===== config.mk =====
export PLATFORM = sky130hd
export DESIGN_NAME = tmr_update_ctrl
export DESIGN_NICKNAME = d
export VERILOG_FILES = /design/src/rtl/tmr_upd_pkg.sv /design/src/rtl/tmr_psc.sv /design/src/rtl/tmr_cnt.sv /design/src/rtl/tmr_upd_gen.sv /design/src/rtl/tmr_update_ctrl.sv
export SDC_FILE = /design/constraint.sdc
export NUM_CORES = 1
export LEC_CHECK = 0
export BUFFER_PORTS_ARGS = -buffer_cell sky130_fd_sc_hd__clkbuf_2
export CAP_MARGIN = 20
export CORE_AREA = 4 4 77 79
export DETAILED_ROUTE_END_ITERATION = 8
export DIE_AREA = 0 0 81 83
export PLACE_DENSITY = 0.69
export SLEW_MARGIN = 20
export SYNTH_ARGS = -nofsm -noshare
export SYNTH_HDL_FRONTEND = slang
export SYNTH_HIERARCHICAL = 1
export SYNTH_SLANG_ARGS = --single-unit
export TNS_END_PERCENT = 50

===== constraint.sdc =====
create_clock -name clk -period 7.07 [get_ports clk]
set_input_delay 1.0605 -clock clk [delete_from_list [all_inputs] [get_ports clk]]
set_output_delay 1.0605 -clock clk [all_outputs]
set_load 0.03 [all_outputs]

===== src/rtl/tmr_upd_pkg.sv =====
// Shared types for the timer update event controller.
package tmr_upd_pkg;

    // Counting direction selected by the direction input.
    typedef enum logic {
        DIR_UP   = 1'b0,
        DIR_DOWN = 1'b1
    } cnt_dir_e;

    // The three causes of an update event, gathered in one cycle.
    typedef struct packed {
        logic wrap;     // counter overflow or underflow
        logic sw;       // software update-generate strobe
        logic slv;      // slave-mode restart
    } upd_src_t;

endpackage


===== src/rtl/tmr_psc.sv =====
// Clock prescaler. While run_i is high it counts enabled cycles from 0 up to
// div_i and emits one tick per div_i+1 cycles. A reinit forces the phase
// back to zero and masks the tick of that cycle.
// Assumes div_i is held stable while running.
module tmr_psc #(
    parameter int PSC_W = 8
) (
    input  logic             clk,
    input  logic             rst_n,
    input  logic             run_i,
    input  logic             reinit_i,
    input  logic [PSC_W-1:0] div_i,
    output logic             tick_o
);
    logic [PSC_W-1:0] phase_q;

    // Tick when the phase reaches the ratio, unless a reinit overrides it.
    assign tick_o = run_i && !reinit_i && (phase_q == div_i);

    // Advance the phase; wrap on tick; clear on reset or reinit.
    always_ff @(posedge clk) begin
        if (!rst_n)         phase_q <= '0;
        else if (reinit_i)  phase_q <= '0;
        else if (tick_o)    phase_q <= '0;
        else if (run_i)     phase_q <= phase_q + 1'b1;
    end


    psc_reinit_chk: assert property (@(posedge clk) disable iff (!rst_n)
        reinit_i |=> (phase_q == '0));


    psc_idle_chk: assert property (@(posedge clk) disable iff (!rst_n)
        (!run_i && !reinit_i) |=> $stable(phase_q));
endmodule


===== src/rtl/tmr_cnt.sv =====
// Up/down counter between 0 and a reload limit. It steps on each prescaler
// tick and reports a wrap (overflow or underflow) in the cycle of the tick.
// A reinit loads the start value for the current direction and wins over a
// tick. Assumes the tick is already masked during reinit.
module tmr_cnt
    import tmr_upd_pkg::*;
#(
    parameter int CNT_W = 16
) (
    input  logic             clk,
    input  logic             rst_n,
    input  logic             tick_i,
    input  logic             reinit_i,
    input  cnt_dir_e         dir_i,
    input  logic [CNT_W-1:0] reload_i,
    output logic [CNT_W-1:0] cnt_o,
    output logic             wrap_o
);
    logic [CNT_W-1:0] cnt_q;
    logic             at_limit;
    logic [CNT_W-1:0] start_val;

    // The limit is the reload value counting up, or zero counting down.
    assign at_limit  = (dir_i == DIR_DOWN) ? (cnt_q == '0) : (cnt_q == reload_i);
    // The value loaded on a wrap or a reinit.
    assign start_val = (dir_i == DIR_DOWN) ? reload_i : '0;
    assign wrap_o    = tick_i && at_limit;
    assign cnt_o     = cnt_q;

    // Count register: reinit first, then wrap, then a single step.
    always_ff @(posedge clk) begin
        if (!rst_n)                 cnt_q <= '0;
        else if (reinit_i)          cnt_q <= start_val;
        else if (wrap_o)            cnt_q <= start_val;
        else if (tick_i) begin
            if (dir_i == DIR_DOWN)  cnt_q <= cnt_q - 1'b1;
            else                    cnt_q <= cnt_q + 1'b1;
        end
    end


    cnt_hold_chk: assert property (@(posedge clk) disable iff (!rst_n)
        (!tick_i && !reinit_i) |=> $stable(cnt_q));


    up_wrap_chk: assert property (@(posedge clk) disable iff (!rst_n)
        (wrap_o && dir_i == DIR_UP) |=> (cnt_q == '0));


    down_wrap_chk: assert property (@(posedge clk) disable iff (!rst_n)
        (wrap_o && dir_i == DIR_DOWN) |=> (cnt_q == $past(reload_i)));
endmodule


===== src/rtl/tmr_upd_gen.sv =====
// Update event generator. It merges the three update causes, applies the
// suppress and overflow-only filters, and registers the event strobe, the
// DMA pulse and the sticky interrupt flag. It also drives the reinit request,
// which stays active while events are suppressed.
module tmr_upd_gen
    import tmr_upd_pkg::*;
(
    input  logic     clk,
    input  logic     rst_n,
    input  upd_src_t src_i,
    input  logic     suppress_i,
    input  logic     ovf_only_i,
    input  logic     irq_clr_i,
    output logic     upd_now_o,
    output logic     reinit_o,
    output logic     upd_evt_o,
    output logic     irq_o,
    output logic     dma_o
);
    logic req_now;
    logic evt_q, irq_q, dma_q;

    // Software and slave causes always reinitialise.
    assign reinit_o  = src_i.sw || src_i.slv;
    // An update event exists only when not suppressed.
    assign upd_now_o = !suppress_i && (src_i.wrap || reinit_o);
    // A request needs an event and, in overflow-only mode, a wrap.
    assign req_now   = upd_now_o && (src_i.wrap || !ovf_only_i);

    // Register the event strobe and the DMA pulse.
    always_ff @(posedge clk) begin
        if (!rst_n) begin
            evt_q <= 1'b0;
            dma_q <= 1'b0;
        end else begin
            evt_q <= upd_now_o;
            dma_q <= req_now;
        end
    end

    // Sticky interrupt flag: a new request wins over the clear.
    always_ff @(posedge clk) begin
        if (!rst_n)         irq_q <= 1'b0;
        else if (req_now)   irq_q <= 1'b1;
        else if (irq_clr_i) irq_q <= 1'b0;
    end

    assign upd_evt_o = evt_q;
    assign irq_o     = irq_q;
    assign dma_o     = dma_q;


    dis_quiet_chk: assert property (@(posedge clk) disable iff (!rst_n)
        suppress_i |=> (!evt_q && !dma_q));


    ovf_only_chk: assert property (@(posedge clk) disable iff (!rst_n)
        (ovf_only_i && !src_i.wrap) |=> !dma_q);


    irq_hold_chk: assert property (@(posedge clk) disable iff (!rst_n)
        (irq_q && !irq_clr_i) |=> irq_q);


    dma_flag_chk: assert property (@(posedge clk) disable iff (!rst_n)
        dma_q |-> irq_q);
endmodule


===== src/rtl/tmr_update_ctrl.sv =====
// Timer update event controller top. It holds the enable bit and wires the
// prescaler, the counter and the update generator together. One-shot mode
// clears the enable bit by hardware on any update event.
// Assumes sw_ug and slv_restart are one-cycle pulses.
module tmr_update_ctrl
    import tmr_upd_pkg::*;
#(
    parameter int CNT_W = 16,
    parameter int PSC_W = 8
) (
    input  logic             clk,
    input  logic             rst_n,
    input  logic             en_set,
    input  logic             en_clr,
    input  logic             dir_down,
    input  logic [CNT_W-1:0] reload,
    input  logic [PSC_W-1:0] psc_div,
    input  logic             upd_suppress,
    input  logic             req_ovf_only,
    input  logic             one_shot,
    input  logic             sw_ug,
    input  logic             slv_restart,
    input  logic             irq_clr,
    output logic             timer_en,
    output logic [CNT_W-1:0] count,
    output logic             upd_evt,
    output logic             irq_flag,
    output logic             dma_req
);
    logic     en_q;
    logic     tick, wrap, reinit, upd_now, hw_clr;
    upd_src_t src;
    cnt_dir_e dir;

    assign dir    = cnt_dir_e'(dir_down);
    assign src    = '{wrap: wrap, sw: sw_ug, slv: slv_restart};
    // One-shot hardware clear of the enable bit.
    assign hw_clr = one_shot && upd_now;

    // Enable bit: any clear wins over a set.
    always_ff @(posedge clk) begin
        if (!rst_n)                en_q <= 1'b0;
        else if (en_clr || hw_clr) en_q <= 1'b0;
        else if (en_set)           en_q <= 1'b1;
    end

    tmr_psc #(.PSC_W(PSC_W)) u_psc (
        .clk      (clk),
        .rst_n    (rst_n),
        .run_i    (en_q),
        .reinit_i (reinit),
        .div_i    (psc_div),
        .tick_o   (tick)
    );

    tmr_cnt #(.CNT_W(CNT_W)) u_cnt (
        .clk      (clk),
        .rst_n    (rst_n),
        .tick_i   (tick),
        .reinit_i (reinit),
        .dir_i    (dir),
        .reload_i (reload),
        .cnt_o    (count),
        .wrap_o   (wrap)
    );

    tmr_upd_gen u_gen (
        .clk        (clk),
        .rst_n      (rst_n),
        .src_i      (src),
        .suppress_i (upd_suppress),
        .ovf_only_i (req_ovf_only),
        .irq_clr_i  (irq_clr),
        .upd_now_o  (upd_now),
        .reinit_o   (reinit),
        .upd_evt_o  (upd_evt),
        .irq_o      (irq_flag),
        .dma_o      (dma_req)
    );

    assign timer_en = en_q;


    sp_stop_chk: assert property (@(posedge clk) disable iff (!rst_n)
        (one_shot && upd_now) |=> !en_q);


    en_clr_chk: assert property (@(posedge clk) disable iff (!rst_n)
        en_clr |=> !en_q);


    reinit_load_chk: assert property (@(posedge clk) disable iff (!rst_n)
        reinit |=> (count == ($past(dir_down) ? $past(reload) : '0)));
endmodule


==> results of run 1 <==
[state kept, by name, summed over array words and instances, names as in the netlist]
signal	cells
u_cnt/cnt_o	16
u_gen/irq_o	1
u_gen/dma_o	1
u_gen/upd_evt_o	1
u_psc/phase_q	8
timer_en	1
[power by group]
part / internal, mW / switching, mW
clock network: 0.0383 / 0.0486
registers: 0.167 / 0.0156
logic: 0.0707 / 0.0994
[stage by stage]
step,utilization,worst slack [ns],instances
after floorplan,-,4.02,275
after global placement,0.490,3.55,390
after detailed placement,0.490,3.51,390
after CTS,0.498,3.77,393
after global routing,0.499,3.72,393
final,0.499,3.95,393
[kinds of logic after synthesis]
family,after synthesis,share of synthesized area
compound gates,82,0.253
xor+xnor,44,0.167
fa+ha+maj,16,0.0901
buf+inv,17,0.0320
flops,28,0.243
mux,1,0.00434
simple gates,87,0.211
[worst max-delay path by stage]
stage | start | end | slack (ns)
finish | dir_down | u_cnt/cnt_o[12]$_SDFFE_PN0P_ | 3.95
global route | dir_down | u_cnt/cnt_o[12]$_SDFFE_PN0P_ | 3.72
CTS | slv_restart | u_cnt/cnt_o[4]$_SDFFE_PN0P_ | 3.77
detailed placement | slv_restart | u_cnt/cnt_o[4]$_SDFFE_PN0P_ | 3.51
global placement | slv_restart | u_cnt/cnt_o[1]$_SDFFE_PN0P_ | 3.55
floorplan | slv_restart | u_cnt/cnt_o[7]$_SDFFE_PN0P_ | 4.02
[cell usage in the layout, fill, tap and decap left out, types with 4 or more instances in the layout]
master and count:
ha_1 15, nand2_1 11, inv_1 6, nor2_1 21, nor4_1 6, xnor2_1 24, xor2_1 20, o211ai_1 5
a211oi_1 5, a221oi_1 8, nand3_1 5, clkbuf_2 54, o21bai_1 4, o21ai_0 19, nand4_1 5, a21o_1 6
a21oi_1 14, dfxtp_1 28, a31oi_1 6, nor3_1 11
[metal layers]
metal  vias to the layer above  share of wire
li1                       1119              -
met1                      1060           0.46
met2                        81           0.47
met3                         8          0.063
met4                         0         0.0088
met5                         -              0
[cell usage after synthesis, drive strengths merged (6+ instances only)]
library cell / number
nand4: 6
a21oi: 15
dfxtp: 28
xor2: 20
o21ai: 19
xnor2: 24
a31oi: 6
inv: 6
nor2: 23
a221oi: 11
ha: 15
nor3: 13
nor4: 7
clkbuf: 6
nand2: 11
a21o: 7
[worst register-to-register path: stages, from the launching register on]
cell and delay, ns:
dfxtp_1 0.45, xnor2_1 0.15, nand3_1 0.13, nor3_4 0.48, inv_1 0.13, o41a_4 0.63, a221oi_1 0.31, nor2_1 0.08
[cell type report]
class,instances,area [sq um]
clock buffer,3,41.3
inverter,6,22.5
tap,72,90.1
multi-input combinational,230,1680
sequential,28,561
timing repair buffer,54,270
fill,538,2680
==> qor.yml, run 1 <==
floorplanning:
  start_util: 0.432
  die_w_um: 81
  core_area_sq_um: 5340
  die_h_um: 83
  die-area_sq_um: 6720
  fp-row-count: 27
  ioPinCount: 55
layout:
  final_cell_area_sq_um: 2660
  antenna_cells: 0
  drive_gt1_frac: 0.231
  syn_to_final_growth_pct: 15.4
  nNetsFinal: 374
pwr:
  p_leak_nw: 1.13
  p_per_area_nw_per_um2: 165
  ir_drop_v: 0.0000669
  power.total_mw: 0.439
worst_setup_path:
  path_delay_family: "compound AO/OA/AOI/OAI gates"
  ff2ff_setup_slack_ns: 4.60
  worstReg2RegStart: "u_psc/phase_q[3]$_SDFFE_PP0P_"
  crit_top_cell: "a21oi_1"
  cp_data_arrival_time_ns: 3.29
  max_stage_delay_ns: 0.56
  cp.required_ns: 7.23
  endpoint_kind: "flop"
  critical_path_peak_fanout: 22
  path_buf_inv: 1
  path_depth: 8
  crit_type: "in2reg"
  cp-start-kind: "primary input"
  path_cells: "clkbuf_2, fa_1, a21oi_1, a2bb2oi_1, a21oi_1, a221oi_1, xor2_1, o21ai_0"
  r2r-end: "u_cnt/cnt_o[6]$_SDFFE_PN0P_"
  r2r_cells: 7
  crit_slowest_cell: "fa_1"
min_path:
  holdPathEnd: "u_psc/phase_q[0]$_SDFFE_PP0P_"
  hp-start: "u_psc/phase_q[0]$_SDFFE_PP0P_"
  holdCritPathClass: "reg2reg"
  whs_path_depth: 2
clocking:
  clock-sinks: 28
  hold_buffers: 0
  cts_setup_buffers: 0
  cts-root-buf: "clkbuf_8"
  post_cts_resized: 0
  clock_path_buffers: 2
  cts_tree: "done"
  clk-insertion-delay-late_ns: 0.27
  clkTransAtPathRegs_ns: 0.09
  htreeDepth: 1
  cts_buffers: 3
timing:
  fin_crit_ns: 3.12
  setup_viol: 0
  worst_clock_skew_ns: 0.00389
  hold_slack_ns: 0.587
  max_freq_mhz: 320
  drv_slew: 0
  fin_crit_sh: 0.442
  finalSetupTns_ns: 0
  worst_slew_pin_slew_ns: 0.754
  hold_viol: 0
  relSlewSlack: 0.497
  rsz0062_at_grt: "no"
logic_synthesis:
  synth_nets: 326
  synth_edf_count: 0
  netlist_area_sq_um: 2310
  synth.avg_cell_area_sq_um: 8.39
  synth_ff_type: "dfxtp_1"
  synth_cells: 275
  netlist.area_leader.share: 0.243
  ys_warn_count: 6
  async_flop_share: 0
  synth_area_leaders: "dfxtp_1 24%, xnor2_1 9.1%, ha_1 8.1%"
  synth_area_leader_cell: "dfxtp_1"
  ys_ff_latch: 28
  yosysSeqAreaShare: 0.243
  ys_types: 51
global_route:
  grt_busiest_layer: "met2"
  gr-usage-met1: 0.240
  grt_pass1_vias: 2058
  use_met2: 0.291
  gr-usage-met3: 0.0249
  antenna_found_initial: 0
  grt_first_pass_wirelength_mm: 9.63
  grt_max_degree: 26
  grt-ovfl-total: 0
  grt_use_total: 0.175
flow_run:
  max-cap-violations: 0
placement:
  gp_congestion: 0.930
  placed_area_sq_um: 2620
  hpwlAfterDp_mm: 4.64
  place.port_buffers: 54
routing:
  avgViaCountPerCell: 5.77
  drt-wirelength-per-cell_um: 15.4
  dr.pass1.iters: 4
  ant_nets: 0
  drc: 0
  drt_iter0_drc: 146
  via_count: 2268
  wl_mm: 6.06
status:
  outcome: "finished clean"
Power figures use the tool's default switching activity.
==> run 2: changes to the inputs <==
--- a/config.mk
+++ b/config.mk
@@ -10,7 +10,7 @@
 export CORE_AREA = 4 4 77 79
 export DETAILED_ROUTE_END_ITERATION = 8
 export DIE_AREA = 0 0 81 83
-export PLACE_DENSITY = 0.69
+export PLACE_DENSITY = 0.72
 export SLEW_MARGIN = 20
 export SYNTH_ARGS = -nofsm -noshare
 export SYNTH_HDL_FRONTEND = slang
==> constraint.sdc (replaced) <==
create_clock -name clk -period 2.6 [get_ports clk]
set_input_delay 0.39 -clock clk [delete_from_list [all_inputs] [get_ports clk]]
set_output_delay 0.39 -clock clk [all_outputs]
set_load 0.03 [all_outputs]
==> qor.yml, run 2 (synthesized netlist as in run 1, its figures left out) <==
floorplanning:
  core_area_sq_um: 5340  # unchanged
  start_util: 0.432  # unchanged
  ioPinCount: 55  # unchanged
  fp-row-count: 27  # unchanged
  die_w_um: 81  # unchanged
  die-area_sq_um: 6720  # unchanged
  die_h_um: 83  # unchanged
pwr:
  p_sw_frac: 0.368  # -0.00395
  ir_drop_v: 0.000230  # +240%
  p_per_area_nw_per_um2: 458  # +180%
  p_int_mw: 0.792  # +190%
  p_leak_nw: 1.18  # +4.5%
  combinationalPowerShare: 0.382  # -0.005
  power_frac_seq: 0.395  # -0.020
  p_clk_frac: 0.223  # +0.025
  power_switching_mw: 0.462  # +180%
worst_setup_path:
  cp.required_ns: 2.77  # -4.46 ns
  path_cells: "fa_1, a21oi_1, a2bb2oi_1, a21oi_1, a221oi_1, xor2_1, o21ai_0"
  endpoint_kind: "flop"
  critical_path_peak_fanout: 8  # -64%
  crit_top_cell: "a21oi_1"
  crit_slowest_cell: "fa_1"
  path_buf_inv: 0  # -1
  r2r_cells: 7  # unchanged
  cp-start-kind: "flop"
  max_stage_delay_ns: 0.45  # -0.11 ns
  crit_type: "reg2reg"
  path_delay_family: "compound AO/OA/AOI/OAI gates"
  path_depth: 7  # -1
  cp_data_arrival_time_ns: 2.40  # -0.89 ns
timing:
  worst_slew_pin_slew_ns: 0.711  # -0.0433 ns
  hold_slack_ns: 0.282  # -0.305 ns
  hold_viol: 0  # unchanged
  rsz0062_at_grt: "no"
  worst_clock_skew_ns: 0.00717  # +0.00328 ns
  fin_crit_ns: 2.23
  max_freq_mhz: 448
  fin_crit_sh: 0.858
  relSlewSlack: 0.525  # +0.0277
  drv_slew: 0  # unchanged
  setup_viol: 0  # unchanged
  finalSetupTns_ns: 0  # unchanged
clocking:
  cts-root-buf: "clkbuf_8"
  clk-insertion-delay-late_ns: 0.28  # about the same
  clock_path_buffers: 2  # unchanged
  clkTransAtPathRegs_ns: 0.10  # about the same
  hold_buffers: 0  # unchanged
  post_cts_resized: 0  # unchanged
  cts_tree: "done"
  htreeDepth: 1  # unchanged
  cts_setup_buffers: 0  # unchanged
  clock-sinks: 28  # unchanged
  cts_buffers: 3  # unchanged
flow_run:
  max-cap-violations: 0  # unchanged
global_route:
  grt_max_degree: 26  # unchanged
  grt_use_total: 0.194  # +0.0191
  grt-ovfl-total: 0  # unchanged
  antenna_found_initial: 0  # unchanged
  grt_first_pass_wirelength_mm: 10.7  # +11%
  grt_pass1_vias: 2268  # +10%
layout:
  final_core_util: 0.513  # +0.0143
  antenna_cells: 0  # unchanged
  final_common_cell: "clkbuf_2"
  nNetsFinal: 383  # +2.4%
  drive_gt1_frac: 0.248  # +0.0172
  layout_common_cells: "54 x clkbuf_2, 28 x dfxtp_1, 24 x xnor2_1, 22 x nor2_1, 20 x xor2_1"
  syn_to_final_growth_pct: 18.7
  largest_reg_flops: 16  # unchanged
routing:
  drt_iter0_drc: 181  # +24%
  drt-wirelength-per-cell_um: 15.7  # +1.9%
  drc: 0  # unchanged
  via_count: 2322  # +2.4%
  avgViaCountPerCell: 5.76  # -0.16%
  ant_nets: 0  # unchanged
  wl_mm: 6.33  # +4.5%
  dr.pass1.iters: 4  # unchanged
status:
  outcome: "finished clean"
placement:
  place.port_buffers: 54  # unchanged
  gp_congestion: 1.09  # +17%
  hpwlAfterDp_mm: 4.90  # +5.7%
min_path:
  holdCritPathClass: "in2reg"
  whs_path_depth: 2  # unchanged
run 2: power groups by stage:
stage / clock, mW / sequential, mW / combinational (mW)
6_report: 0.279 / 0.496 / 0.479
5_1_grt: 0.301 / 0.502 / 0.525
4_1_cts: 0.285 / 0.495 / 0.476
3_5_place_dp: 0 / 0.505 / 0.474
3_3_place_gp: 0 / 0.505 / 0.469
2_1_floorplan: 0 / 0.541 / 0.290
run 2: stage by stage:
stage	power, mW	worst slack, ns	cell area, sq um	std cells
2_1_floorplan	0.832	0.219	2310	275
3_5_place_dp	0.979	0.133	2680	399
3_3_place_gp	0.974	0.172	2680	399
6_report	1.25	0.370	2740	403
5_1_grt	1.33	0.134	2740	403
4_1_cts	1.26	0.359	2740	403
run 2: cell type report:
| cell class | instances | area (sq um) |
|---|---|---|
| well taps | 72 | 90.1 |
| fillers | 543 | 2600 |
| repair buffers | 63 | 338 |
| multi-input cells | 230 | 1670 |
| inverters | 6 | 22.5 |
| flip-flops and latches | 28 | 561 |
| clock buffers | 4 | 55.1 |
run 2: routing by layer:
metal  track usage  routed length [um]  vias to the layer above
met3        0.0249                 541                        6
met4        0.0538                  70                        0
met5             0                   0                        -
li1              -                   -                     1128
met2         0.323                3010                       97
met1         0.260                2700                     1091
run 2: worst paths after layout:
path | from | to | slack, ns
max | u_cnt/cnt_o[0]$_SDFFE_PN0P_ | u_cnt/cnt_o[12]$_SDFFE_PN0P_ | 0.37
min | en_clr | timer_en$_SDFFE_PP0P_ | 0.28
max reg2reg | u_cnt/cnt_o[0]$_SDFFE_PN0P_ | u_cnt/cnt_o[12]$_SDFFE_PN0P_ | 0.37
min reg2reg | u_psc/phase_q[7]$_SDFFE_PP0P_ | u_psc/phase_q[7]$_SDFFE_PP0P_ | 0.58
==> run 3: changes to the inputs <==
--- a/config.mk
+++ b/config.mk
@@ -7,10 +7,11 @@
 export LEC_CHECK = 0
 export BUFFER_PORTS_ARGS = -buffer_cell sky130_fd_sc_hd__clkbuf_2
 export CAP_MARGIN = 20
-export CORE_AREA = 4 4 77 79
+export CORE_AREA = 4 4 81 83
 export DETAILED_ROUTE_END_ITERATION = 8
-export DIE_AREA = 0 0 81 83
-export PLACE_DENSITY = 0.72
+export DIE_AREA = 0 0 85 87
+export GPL_TIMING_DRIVEN = 0
+export PLACE_DENSITY = 0.66
 export SLEW_MARGIN = 20
 export SYNTH_ARGS = -nofsm -noshare
 export SYNTH_HDL_FRONTEND = slang
==> qor.yml, run 3 (synthesized netlist as in run 1, its figures left out) <==
status:
  outcome: "finished clean"
clocking:
  clk-insertion-delay-late_ns: 0.27  # about the same
  clock-sinks: 28  # unchanged
  clock_path_buffers: 2  # unchanged
  clkTransAtPathRegs_ns: 0.09  # about the same
  htreeDepth: 1  # unchanged
  cts_buffers: 3  # unchanged
  cts_tree: "done"
  cts-root-buf: "clkbuf_8"
pwr:
  p_per_area_nw_per_um2: 447  # -2.4%
  p_leak_nw: 1.17  # -0.32%
  power.total_mw: 1.23  # -2.1%
  ir_drop_v: 0.000228  # -0.83%
floorplanning:
  ioPinCount: 55  # unchanged
  start_util: 0.394  # -0.0379
  die-area_sq_um: 7400  # +10%
  die_w_um: 85  # +4.9%
  die_h_um: 87  # +4.8%
  core_area_sq_um: 5850  # +9.6%
  fp-row-count: 28  # +3.7%
timing:
  setup_viol: 0  # unchanged
  max_freq_mhz: 409  # -8.8%
  worst_clock_skew_ns: 0.00739  # +0.000214 ns
  hold_slack_ns: 0.288  # +0.00525 ns
  drv_slew: 0  # unchanged
  hold_viol: 0  # unchanged
  relSlewSlack: 0.642  # +0.117
  worst_slew_pin_slew_ns: 0.538  # -0.173 ns
  fin_crit_ns: 2.45  # +0.215 ns
  fin_crit_sh: 0.941  # +0.0829
  rsz0062_at_grt: "no"
  finalSetupTns_ns: 0  # unchanged
global_route:
  grt_busiest_layer: "met2"
  gr-usage-met3: 0.0284  # +0.00344
  grt_use_total: 0.170  # -0.0247
  gr-usage-met1: 0.220  # -0.0403
  grt_max_degree: 23  # -12%
  grt-ovfl-total: 0  # unchanged
  grt_first_pass_wirelength_mm: 10.4  # -2.5%
  antenna_found_initial: 0  # unchanged
  use_met2: 0.297  # -0.0268
  grt_pass1_vias: 2205  # -2.8%
placement:
  place.port_buffers: 54  # unchanged
  gp_congestion: 0.894  # -18%
  placed_area_sq_um: 2670  # -0.47%
  hpwlAfterDp_mm: 4.94  # +0.73%
  dp_cells: 404  # +1.3%
layout:
  largest_reg_flops: 16  # unchanged
  drive_gt1_frac: 0.235  # -0.0126
  fin_cells: 411  # +2.0%
  nNetsFinal: 388  # +1.3%
  syn_to_final_growth_pct: 19.2
  layout_common_cells: "53 x clkbuf_2, 28 x dfxtp_1, 24 x xnor2_1, 22 x nor2_1, 20 x xor2_1"
  final_cell_area_sq_um: 2750  # +0.37%
  final_common_cell: "clkbuf_2"
  antenna_cells: 0  # unchanged
worst_setup_path:
  crit_type: "in2reg"
  endpoint_kind: "flop"
  cp-start-kind: "primary input"
  critical_path_peak_fanout: 22  # +14
  cp.required_ns: 2.75  # -0.02 ns
  cp_data_arrival_time_ns: 2.60  # +0.20 ns
  ff2ff_setup_slack_ns: 0.17  # -0.20 ns
routing:
  wl_mm: 6.34  # +0.17%
  drc: 0  # unchanged
  drt-wirelength-per-cell_um: 15.4  # -1.8%
  dr.pass1.iters: 4  # unchanged
  ant_nets: 0  # unchanged
  avgViaCountPerCell: 5.55  # -3.6%
  drt_iter0_drc: 126  # -30%
  via_count: 2283  # -1.7%
flow_run:
  max-cap-violations: 0  # unchanged
min_path:
  holdCritPathClass: "in2reg"
[run 3: cell count changes in the layout (fill, tap and decap cells not counted)]
cell and change:
buf_6 +1, buf_4 -6, buf_2 +3, buf_1 +2, clkbuf_2 -1, clkbuf_1 +6
[run 3: final timing paths]
check	startpoint	end	cells past startpoint
min	en_clr	timer_en$_SDFFE_PP0P_	2
max reg2reg	u_cnt/cnt_o[0]$_SDFFE_PN0P_	u_cnt/cnt_o[12]$_SDFFE_PN0P_	7
min reg2reg	timer_en$_SDFFE_PP0P_	timer_en$_SDFFE_PP0P_	2
max	dir_down	u_cnt/cnt_o[12]$_SDFFE_PN0P_	8
[run 3: final cells by class]
class / count / area, sq um
Fill cell: 595 / 3100
Buffer: 11 / 51.3
Timing Repair Buffer: 57 / 293
Multi-Input combinational cell: 230 / 1670
Inverter: 6 / 22.5
Sequential cell: 28 / 561
Tap cell: 75 / 93.8
Clock buffer: 4 / 55.1
[run 3: power breakdown]
group	internal, mW	switching [mW]	leakage (nW)
Combinational	0.195	0.273	0.915
Clock	0.135	0.130	0.0288
Sequential	0.454	0.0413	0.230
Total	0.784	0.445	1.17
[run 3: what timing repair did]
| action | CTS | global route |
|---|---|---|
| hold buffers | 0 | 0 |
| gates resized for setup | 0 | 1 |
| setup buffers | 0 | 3 |
| setup endpoints to repair | 0 | 6 |
[run 3: routing by layer]
| metal | vias up | share of wire |
|---|---|---|
| met3 | 4 | 0.061 |
| met2 | 72 | 0.46 |
| met5 | - | 0 |
| met1 | 1065 | 0.47 |
| li1 | 1142 | - |
| met4 | 0 | 0.0049 |
[run 3: through the flow]
| step | setup WS, ns | utilization |
|---|---|---|
| 2_1_floorplan | 0.219 | - |
| 3_3_place_gp | -0.254 | 0.456 |
| 3_5_place_dp | -0.272 | 0.456 |
| 4_1_cts | 0.0175 | 0.466 |
| 5_1_grt | 0.00393 | 0.470 |
| 6_report | 0.154 | 0.470 |
[run 3: critical path, cell delays in order]
cell       delay (ns)
buf_2            0.27
fa_1             0.53
a21oi_1          0.23
a2bb2oi_1        0.31
a21oi_1          0.22
a221oi_1         0.37
xor2_1           0.18
o21ai_0          0.10
